<file path="src/rtl/pll_cfg_pkg.sv">
package pll_cfg_pkg;

   localparam int N_WORDS = 4;
   localparam int WSEL_W  = 2;

   typedef enum logic [2:0] {
      ST_START,
      ST_SETTLE,
      ST_PRE,
      ST_LEAD,
      ST_BIT,
      ST_HOLD,
      ST_GAP,
      ST_DONE
   } seq_state_t;

   function automatic int max2(input int a, input int b);
      return (a > b) ? a : b;
   endfunction

endpackage

</file>
<file path="src/rtl/pll_cfg_tick.sv">
module pll_cfg_tick #(
   parameter int DIV = 4
) (
   input  logic clk,
   input  logic rst_n,
   output logic tick_o
);

   generate
      if (DIV == 1) begin : g_bypass
         logic unused_inputs;
         assign unused_inputs = clk ^ rst_n;
         assign tick_o = 1'b1;
      end else begin : g_count
         localparam int CW = $clog2(DIV);
         localparam logic [CW-1:0] LAST = CW'(DIV - 1);
         logic [CW-1:0] cnt_q;

         always_ff @(posedge clk or negedge rst_n) begin
            if (!rst_n)              cnt_q <= '0;
            else if (cnt_q == LAST)  cnt_q <= '0;
            else                     cnt_q <= cnt_q + 1'b1;
         end

         assign tick_o = (cnt_q == LAST);
      end
   endgenerate

endmodule

</file>
<file path="src/rtl/pll_cfg_words.sv">
module pll_cfg_words #(
   parameter int RST_LEN = 5,
   parameter int RST_VAL = 2,
   parameter int CFG_LEN = 8,
   parameter int CFG_VAL = 0,
   parameter int REF_LEN = 15,
   parameter int REF_VAL = 80,
   parameter int FB_LEN  = 16,
   parameter int FB_VAL  = 2140,
   parameter int MAX_W   = 16,
   parameter int IDX_W   = 4
) (
   input  logic [1:0]       len_sel_i,
   output logic [IDX_W-1:0] last_o,
   input  logic [1:0]       bit_sel_i,
   input  logic [IDX_W-1:0] bit_idx_i,
   output logic             bit_o
);

   localparam logic [MAX_W-1:0] V_RST = MAX_W'(RST_VAL);
   localparam logic [MAX_W-1:0] V_CFG = MAX_W'(CFG_VAL);
   localparam logic [MAX_W-1:0] V_REF = MAX_W'(REF_VAL);
   localparam logic [MAX_W-1:0] V_FB  = MAX_W'(FB_VAL);

   always_comb begin
      unique case (len_sel_i)
         2'd0:    last_o = IDX_W'(RST_LEN - 1);
         2'd1:    last_o = IDX_W'(CFG_LEN - 1);
         2'd2:    last_o = IDX_W'(REF_LEN - 1);
         default: last_o = IDX_W'(FB_LEN - 1);
      endcase
   end

   logic [MAX_W-1:0] word_val;

   always_comb begin
      unique case (bit_sel_i)
         2'd0:    word_val = V_RST;
         2'd1:    word_val = V_CFG;
         2'd2:    word_val = V_REF;
         default: word_val = V_FB;
      endcase
      bit_o = word_val[bit_idx_i];
   end

endmodule

</file>
<file path="src/rtl/pll_cfg_seq.sv">
module pll_cfg_seq
   import pll_cfg_pkg::*;
#(
   parameter int DIV           = 4,
   parameter int STARTUP_SLOTS = 50,
   parameter int SETTLE_SLOTS  = 25,
   parameter int PRE_PULSES    = 4,
   parameter int RST_LEN       = 5,
   parameter int RST_VAL       = 2,
   parameter int CFG_LEN       = 8,
   parameter int CFG_VAL       = 0,
   parameter int REF_LEN       = 15,
   parameter int REF_VAL       = 80,
   parameter int FB_LEN        = 16,
   parameter int FB_VAL        = 2140
) (
   input  logic clk,
   input  logic rst_n,
   output logic ser_data_o,
   output logic ser_clk_o,
   output logic ser_en_n_o,
   output logic done_o
);

   localparam int MAX_W   = max2(max2(RST_LEN, CFG_LEN), max2(REF_LEN, FB_LEN));
   localparam int IDX_W   = (MAX_W > 1) ? $clog2(MAX_W) : 1;
   localparam int SUB_MAX = max2(max2(STARTUP_SLOTS, SETTLE_SLOTS), PRE_PULSES);
   localparam int SUB_W   = $clog2(SUB_MAX + 1);
   localparam logic [SUB_W-1:0] START_LAST  = SUB_W'(STARTUP_SLOTS - 1);
   localparam logic [SUB_W-1:0] SETTLE_LAST = SUB_W'(SETTLE_SLOTS - 1);
   localparam logic [SUB_W-1:0] PRE_LAST    = SUB_W'(PRE_PULSES - 1);
   localparam logic [WSEL_W-1:0] WORD_LAST  = WSEL_W'(N_WORDS - 1);

   // elaboration-time parameter checks
   generate
      if (DIV < 1) begin : g_bad_div
         $error("DIV must be at least 1");
      end
      if (STARTUP_SLOTS < 1 || SETTLE_SLOTS < 1 || PRE_PULSES < 1) begin : g_bad_delay
         $error("delay and preamble counts must be at least 1");
      end
      if (RST_LEN < 1 || CFG_LEN < 1 || REF_LEN < 1 || FB_LEN < 1 || MAX_W > 31) begin : g_bad_len
         $error("word lengths must lie between 1 and 31");
      end
      if ((RST_VAL >> RST_LEN) != 0 || (CFG_VAL >> CFG_LEN) != 0 ||
          (REF_VAL >> REF_LEN) != 0 || (FB_VAL >> FB_LEN) != 0 ||
          RST_VAL < 0 || CFG_VAL < 0 || REF_VAL < 0 || FB_VAL < 0) begin : g_bad_val
         $error("a word value does not fit its length");
      end
   endgenerate

   logic tick;

   pll_cfg_tick #(.DIV(DIV)) u_tick (
      .clk    (clk),
      .rst_n  (rst_n),
      .tick_o (tick)
   );

   seq_state_t        state_q, state_d;
   logic [SUB_W-1:0]  sub_q,   sub_d;
   logic              phase_q, phase_d;
   logic [IDX_W-1:0]  bit_q,   bit_d;
   logic [WSEL_W-1:0] word_q,  word_d;
   logic [IDX_W-1:0]  last_bit;
   logic              cur_bit;

   pll_cfg_words #(
      .RST_LEN (RST_LEN), .RST_VAL (RST_VAL),
      .CFG_LEN (CFG_LEN), .CFG_VAL (CFG_VAL),
      .REF_LEN (REF_LEN), .REF_VAL (REF_VAL),
      .FB_LEN  (FB_LEN),  .FB_VAL  (FB_VAL),
      .MAX_W   (MAX_W),   .IDX_W   (IDX_W)
   ) u_words (
      .len_sel_i (word_q),
      .last_o    (last_bit),
      .bit_sel_i (word_d),
      .bit_idx_i (bit_d),
      .bit_o     (cur_bit)
   );

   // slot sequencing: every transition happens on a prescaler strobe
   always_comb begin
      state_d = state_q;
      sub_d   = sub_q;
      phase_d = phase_q;
      bit_d   = bit_q;
      word_d  = word_q;
      if (tick) begin
         unique case (state_q)
            ST_START: begin
               if (sub_q == START_LAST) begin
                  state_d = ST_SETTLE;
                  sub_d   = '0;
               end else begin
                  sub_d = sub_q + 1'b1;
               end
            end
            ST_SETTLE: begin
               if (sub_q == SETTLE_LAST) begin
                  state_d = ST_PRE;
                  sub_d   = '0;
                  phase_d = 1'b0;
               end else begin
                  sub_d = sub_q + 1'b1;
               end
            end
            ST_PRE: begin
               phase_d = ~phase_q;
               if (phase_q) begin
                  if (sub_q == PRE_LAST) begin
                     state_d = ST_LEAD;
                     sub_d   = '0;
                     word_d  = '0;
                  end else begin
                     sub_d = sub_q + 1'b1;
                  end
               end
            end
            ST_LEAD: begin
               state_d = ST_BIT;
               bit_d   = last_bit;
               phase_d = 1'b0;
            end
            ST_BIT: begin
               phase_d = ~phase_q;
               if (phase_q) begin
                  if (bit_q == '0) state_d = ST_HOLD;
                  else             bit_d   = bit_q - 1'b1;
               end
            end
            ST_HOLD: state_d = ST_GAP;
            ST_GAP: begin
               if (word_q == WORD_LAST) begin
                  state_d = ST_DONE;
               end else begin
                  word_d  = word_q + 1'b1;
                  state_d = ST_LEAD;
               end
            end
            default: state_d = ST_DONE;
         endcase
      end
   end

   // pin values decoded from the next state so the pins are registered
   logic en_n_d, sclk_d, sdata_d;

   always_comb begin
      en_n_d  = !(state_d inside {ST_LEAD, ST_BIT, ST_HOLD});
      sclk_d  = (state_d inside {ST_PRE, ST_BIT}) && phase_d;
      sdata_d = (state_d inside {ST_BIT, ST_HOLD}) && cur_bit;
   end

   always_ff @(posedge clk or negedge rst_n) begin
      if (!rst_n) begin
         state_q    <= ST_START;
         sub_q      <= '0;
         phase_q    <= 1'b0;
         bit_q      <= '0;
         word_q     <= '0;
         ser_en_n_o <= 1'b1;
         ser_clk_o  <= 1'b0;
         ser_data_o <= 1'b0;
         done_o     <= 1'b0;
      end else begin
         state_q    <= state_d;
         sub_q      <= sub_d;
         phase_q    <= phase_d;
         bit_q      <= bit_d;
         word_q     <= word_d;
         ser_en_n_o <= en_n_d;
         ser_clk_o  <= sclk_d;
         ser_data_o <= sdata_d;
         done_o     <= (state_d == ST_DONE);
      end
   end

endmodule

</file>
<file path="config.mk">
export PLATFORM = sky130hd
export DESIGN_NAME = pll_cfg_seq
export DESIGN_NICKNAME = d
export VERILOG_FILES = /design/src/rtl/pll_cfg_pkg.sv /design/src/rtl/pll_cfg_tick.sv /design/src/rtl/pll_cfg_words.sv /design/src/rtl/pll_cfg_seq.sv
export SDC_FILE = /design/constraint.sdc
export NUM_CORES = 1
export LEC_CHECK = 0
export ABC_CLOCK_PERIOD_IN_PS = 2600
export CAP_MARGIN = 30
export CORE_MARGIN = 3
export CORE_UTILIZATION = 40
export DETAILED_ROUTE_END_ITERATION = 10
export PLACE_DENSITY = 0.54
export SYNTH_ARGS = -nofsm -noshare
export SYNTH_HDL_FRONTEND = slang
export SYNTH_SLANG_ARGS = --single-unit
</file>
<file path="constraint.sdc">
create_clock -name clk -period 2.6 [get_ports clk]
set_clock_uncertainty 0.2 [all_clocks]
set_input_delay 0.78 -clock clk [delete_from_list [all_inputs] [get_ports clk]]
set_output_delay 0.78 -clock clk [all_outputs]
set_load 0.1 [all_outputs]
</file>
==> results.ini <==
[floorplan]
rows = 20
initial_utilization = 0.4306
core_mm2 = 0.003153
dieArea_mm2 = 0.004129
ios = 6
dieWidth_um = 64.26
fp.dieH_um = 64.26

[outcome]
outcome = complete, no violations

[power_and_ir_drop]
ir_drop_uv = 278.8
p_leak_nw = 0.7026
powerDensity_mw_per_mm2 = 406.8

[cts]
clkSinkCount = 22
ctsHtreeMaxLevel = 1
cts_tree = done
clockBufferDepth = 2
cts_inserted_buffers = 3
clk_pin_slew_ns = 0.14
root_buffer = clkbuf_4
post_cts_buffers = 0
clkLatencyLatePin_ns = 0.33
postCtsHoldBufs = 0
ctsResizeCount = 0

[route]
wire_per_inst_um = 14.65
drtAntennaViolNets = 0
drc = 0
via_count = 1187
firstDrtPassIters = 4
via_per_inst = 5.762
drt-total-wl_um = 3017
first_iter_violations = 56

[run]
max_cap_violations = 0

[placement]
portBuffers = 5
dpl.hpwl_um = 2195
preCtsSetupSlack_ns = 0.1747
gp_congestion = 0.9431

[layout]
nets = 170
layout-drive-gt1-share = 0.1111
antenna_cells = 0
area_growth_pct = 13.00
fillers = 316

[setup_path]
worstSetupEndpointType = flip-flop
path_delay_family = simple AND/OR/NAND/NOR gates
cp_slowest_cell = or3b_2
critPathKind = reg2reg
worstPathArrival_ns = 2.47
path_cells = inv_1, ha_1, or3b_2, or3_1, a21o_1, and3b_1, a31oi_1, o21ai_1
crit_path_max_fanout = 5
crit_buf_inv = 1
worstPathRequired_ns = 2.63
max_stage_delay_ns = 0.51
crit_path_start_kind = flip-flop

[logic_synthesis]
mappedNetlistNets = 161
yosys.area.top_type = dfrtp_1
synth_cells = 154
synth-edff-count = 0
post-synth-top-count-cell = dfrtp_1
synth_top_area_share = 0.3871
synth_warnings = 0
yosys-top-cells-count = dfrtp_1, nand2_1, inv_1
yosysSeqAreaShare = 0.4065
ys_async_sr_fraction = 1.000
ys_types = 49
syn_area_mm2 = 0.001358
synth_area_per_cell_um2 = 8.815
synth_area_leaders = dfrtp_1, nand2_1, ha_1
synth_ff_type = dfrtp_1
ys_ff_latch = 22

[sta]
period_share = 0.9407
fin_tns_setup_ns = 0
slew_violations = 0
tightest_slew_ns = 0.3744
fmax_mhz = 408.9
hold_viol = 0
min_period_ns = 2.446
timing.final.ws_setup_ns = 0.1543
hold_ws_ns = 0.2352
setup-violations-final = 0
relSlewSlack = 0.7485
rsz0062_at_grt = no

[global_route]
grt_overflow = 0
grt_first_pass_wirelength_um = 5409
grtUsageMet1 = 0.2210
first_global_vias = 1221
grt_max_degree = 23
gr-usage-met3 = 0.03163
antenna_found_initial = 0
grt.busiest_layer = met2
grt.total_usage = 0.1664
met2_usage = 0.2616

[hold_path]
hold_class = reg2reg

-- layout make-up --
type / instances / area, µm² / share of cell area
Inverter: 12 / 45.04 / 0.02936
Multi-Input combinational cell: 113 / 732.0 / 0.4772
Sequential cell: 22 / 551.8 / 0.3597
Tap cell: 44 / 55.05 / 0.03589
Timing Repair Buffer: 11 / 97.59 / 0.06362
Clock buffer: 3 / 22.52 / 0.01468
Clock inverter: 1 / 30.03 / 0.01958
-- kinds of logic (layout without fill, tap and decap cells) --
family | Yosys count | in the layout | share of synthesized area
AND/OR/NAND/NOR | 63 | 63 | 0.2737
AO/OA/AOI/OAI | 44 | 44 | 0.2129
flip-flops | 22 | 22 | 0.4065
buffers and inverters | 19 | 27 | 0.05437
adder cells (fa/ha/maj) | 5 | 5 | 0.04608
XOR/XNOR | 1 | 1 | 0.006453
-- flip-flops by register name, summed over array words and instances (netlist names) --
name,flops
bit_q,4
done_o,1
phase_q,1
ser_clk_o,1
ser_data_o,1
ser_en_n_o,1
state_q,3
sub_q,6
u_tick.g_count.cnt_q,2
word_q,2
-- worst reg2reg max path, delay by kind of cell, from the launching register on --
kind	cells	cell delay, ns
AND/OR/NAND/NOR	3	1.00
adder cells (fa/ha/maj)	1	0.20
AO/OA/AOI/OAI	3	0.43
flip-flops	1	0.41
buffers and inverters	1	0.10
-- where the power goes --
| part | internal (W) | switching (W) | total, W | leakage (nW) |
|---|---|---|---|---|
| sequential | 0.000342 | 0 | 0.000342 | 0.290 |
| combinational | 0.00000230 | 0.00000661 | 0.00000890 | 0.385 |
| clock | 0.000156 | 0.000117 | 0.000273 | 0.0279 |
-- path summary, 6_finish.rpt --
kind | start | endpoint | slack [ns] | depth (start not counted)
max | bit_q[0] | ser_data_o | 0.15 | 8
min | u_tick.g_count.cnt_q[0] | u_tick.g_count.cnt_q[0] | 0.24 | 1
max reg2reg | bit_q[0] | ser_data_o | 0.15 | 8
min reg2reg | u_tick.g_count.cnt_q[0] | u_tick.g_count.cnt_q[0] | 0.24 | 1
max in group asynchronous | rst_n | ser_en_n_o | 1.35 | 2
min in group asynchronous | rst_n | bit_q[2] | 0.58 | 2
-- per-stage QoR --
step	total power [W]	utilization	instance area (µm²)	std cells
floorplan	0.0003488	-	1358	154
global placement	0.0003581	0.4698	1481	202
detailed placement	0.0003584	0.4698	1481	202
CTS	0.0006346	0.4865	1534	206
global route	0.0006493	0.4865	1534	206
finish	0.0006240	0.4865	1534	206
-- cells in the final DEF (no fill, tap or decap), types with 5 or more instances in the layout --
master	n
inv_1	12
o21ai_0	11
ha_1	5
nor3_1	7
dfrtp_1	21
nand2_1	17
nor2_1	6
nand3_1	5
a21o_1	5
a21oi_1	8
buf_4	9
-- routing by layer --
metal	vias up	wire, µm
met5	-	0
li1	576	-
met3	7	130
met1	570	1418
met2	34	1399
met4	0	68
Power figures use the tool's default switching activity.
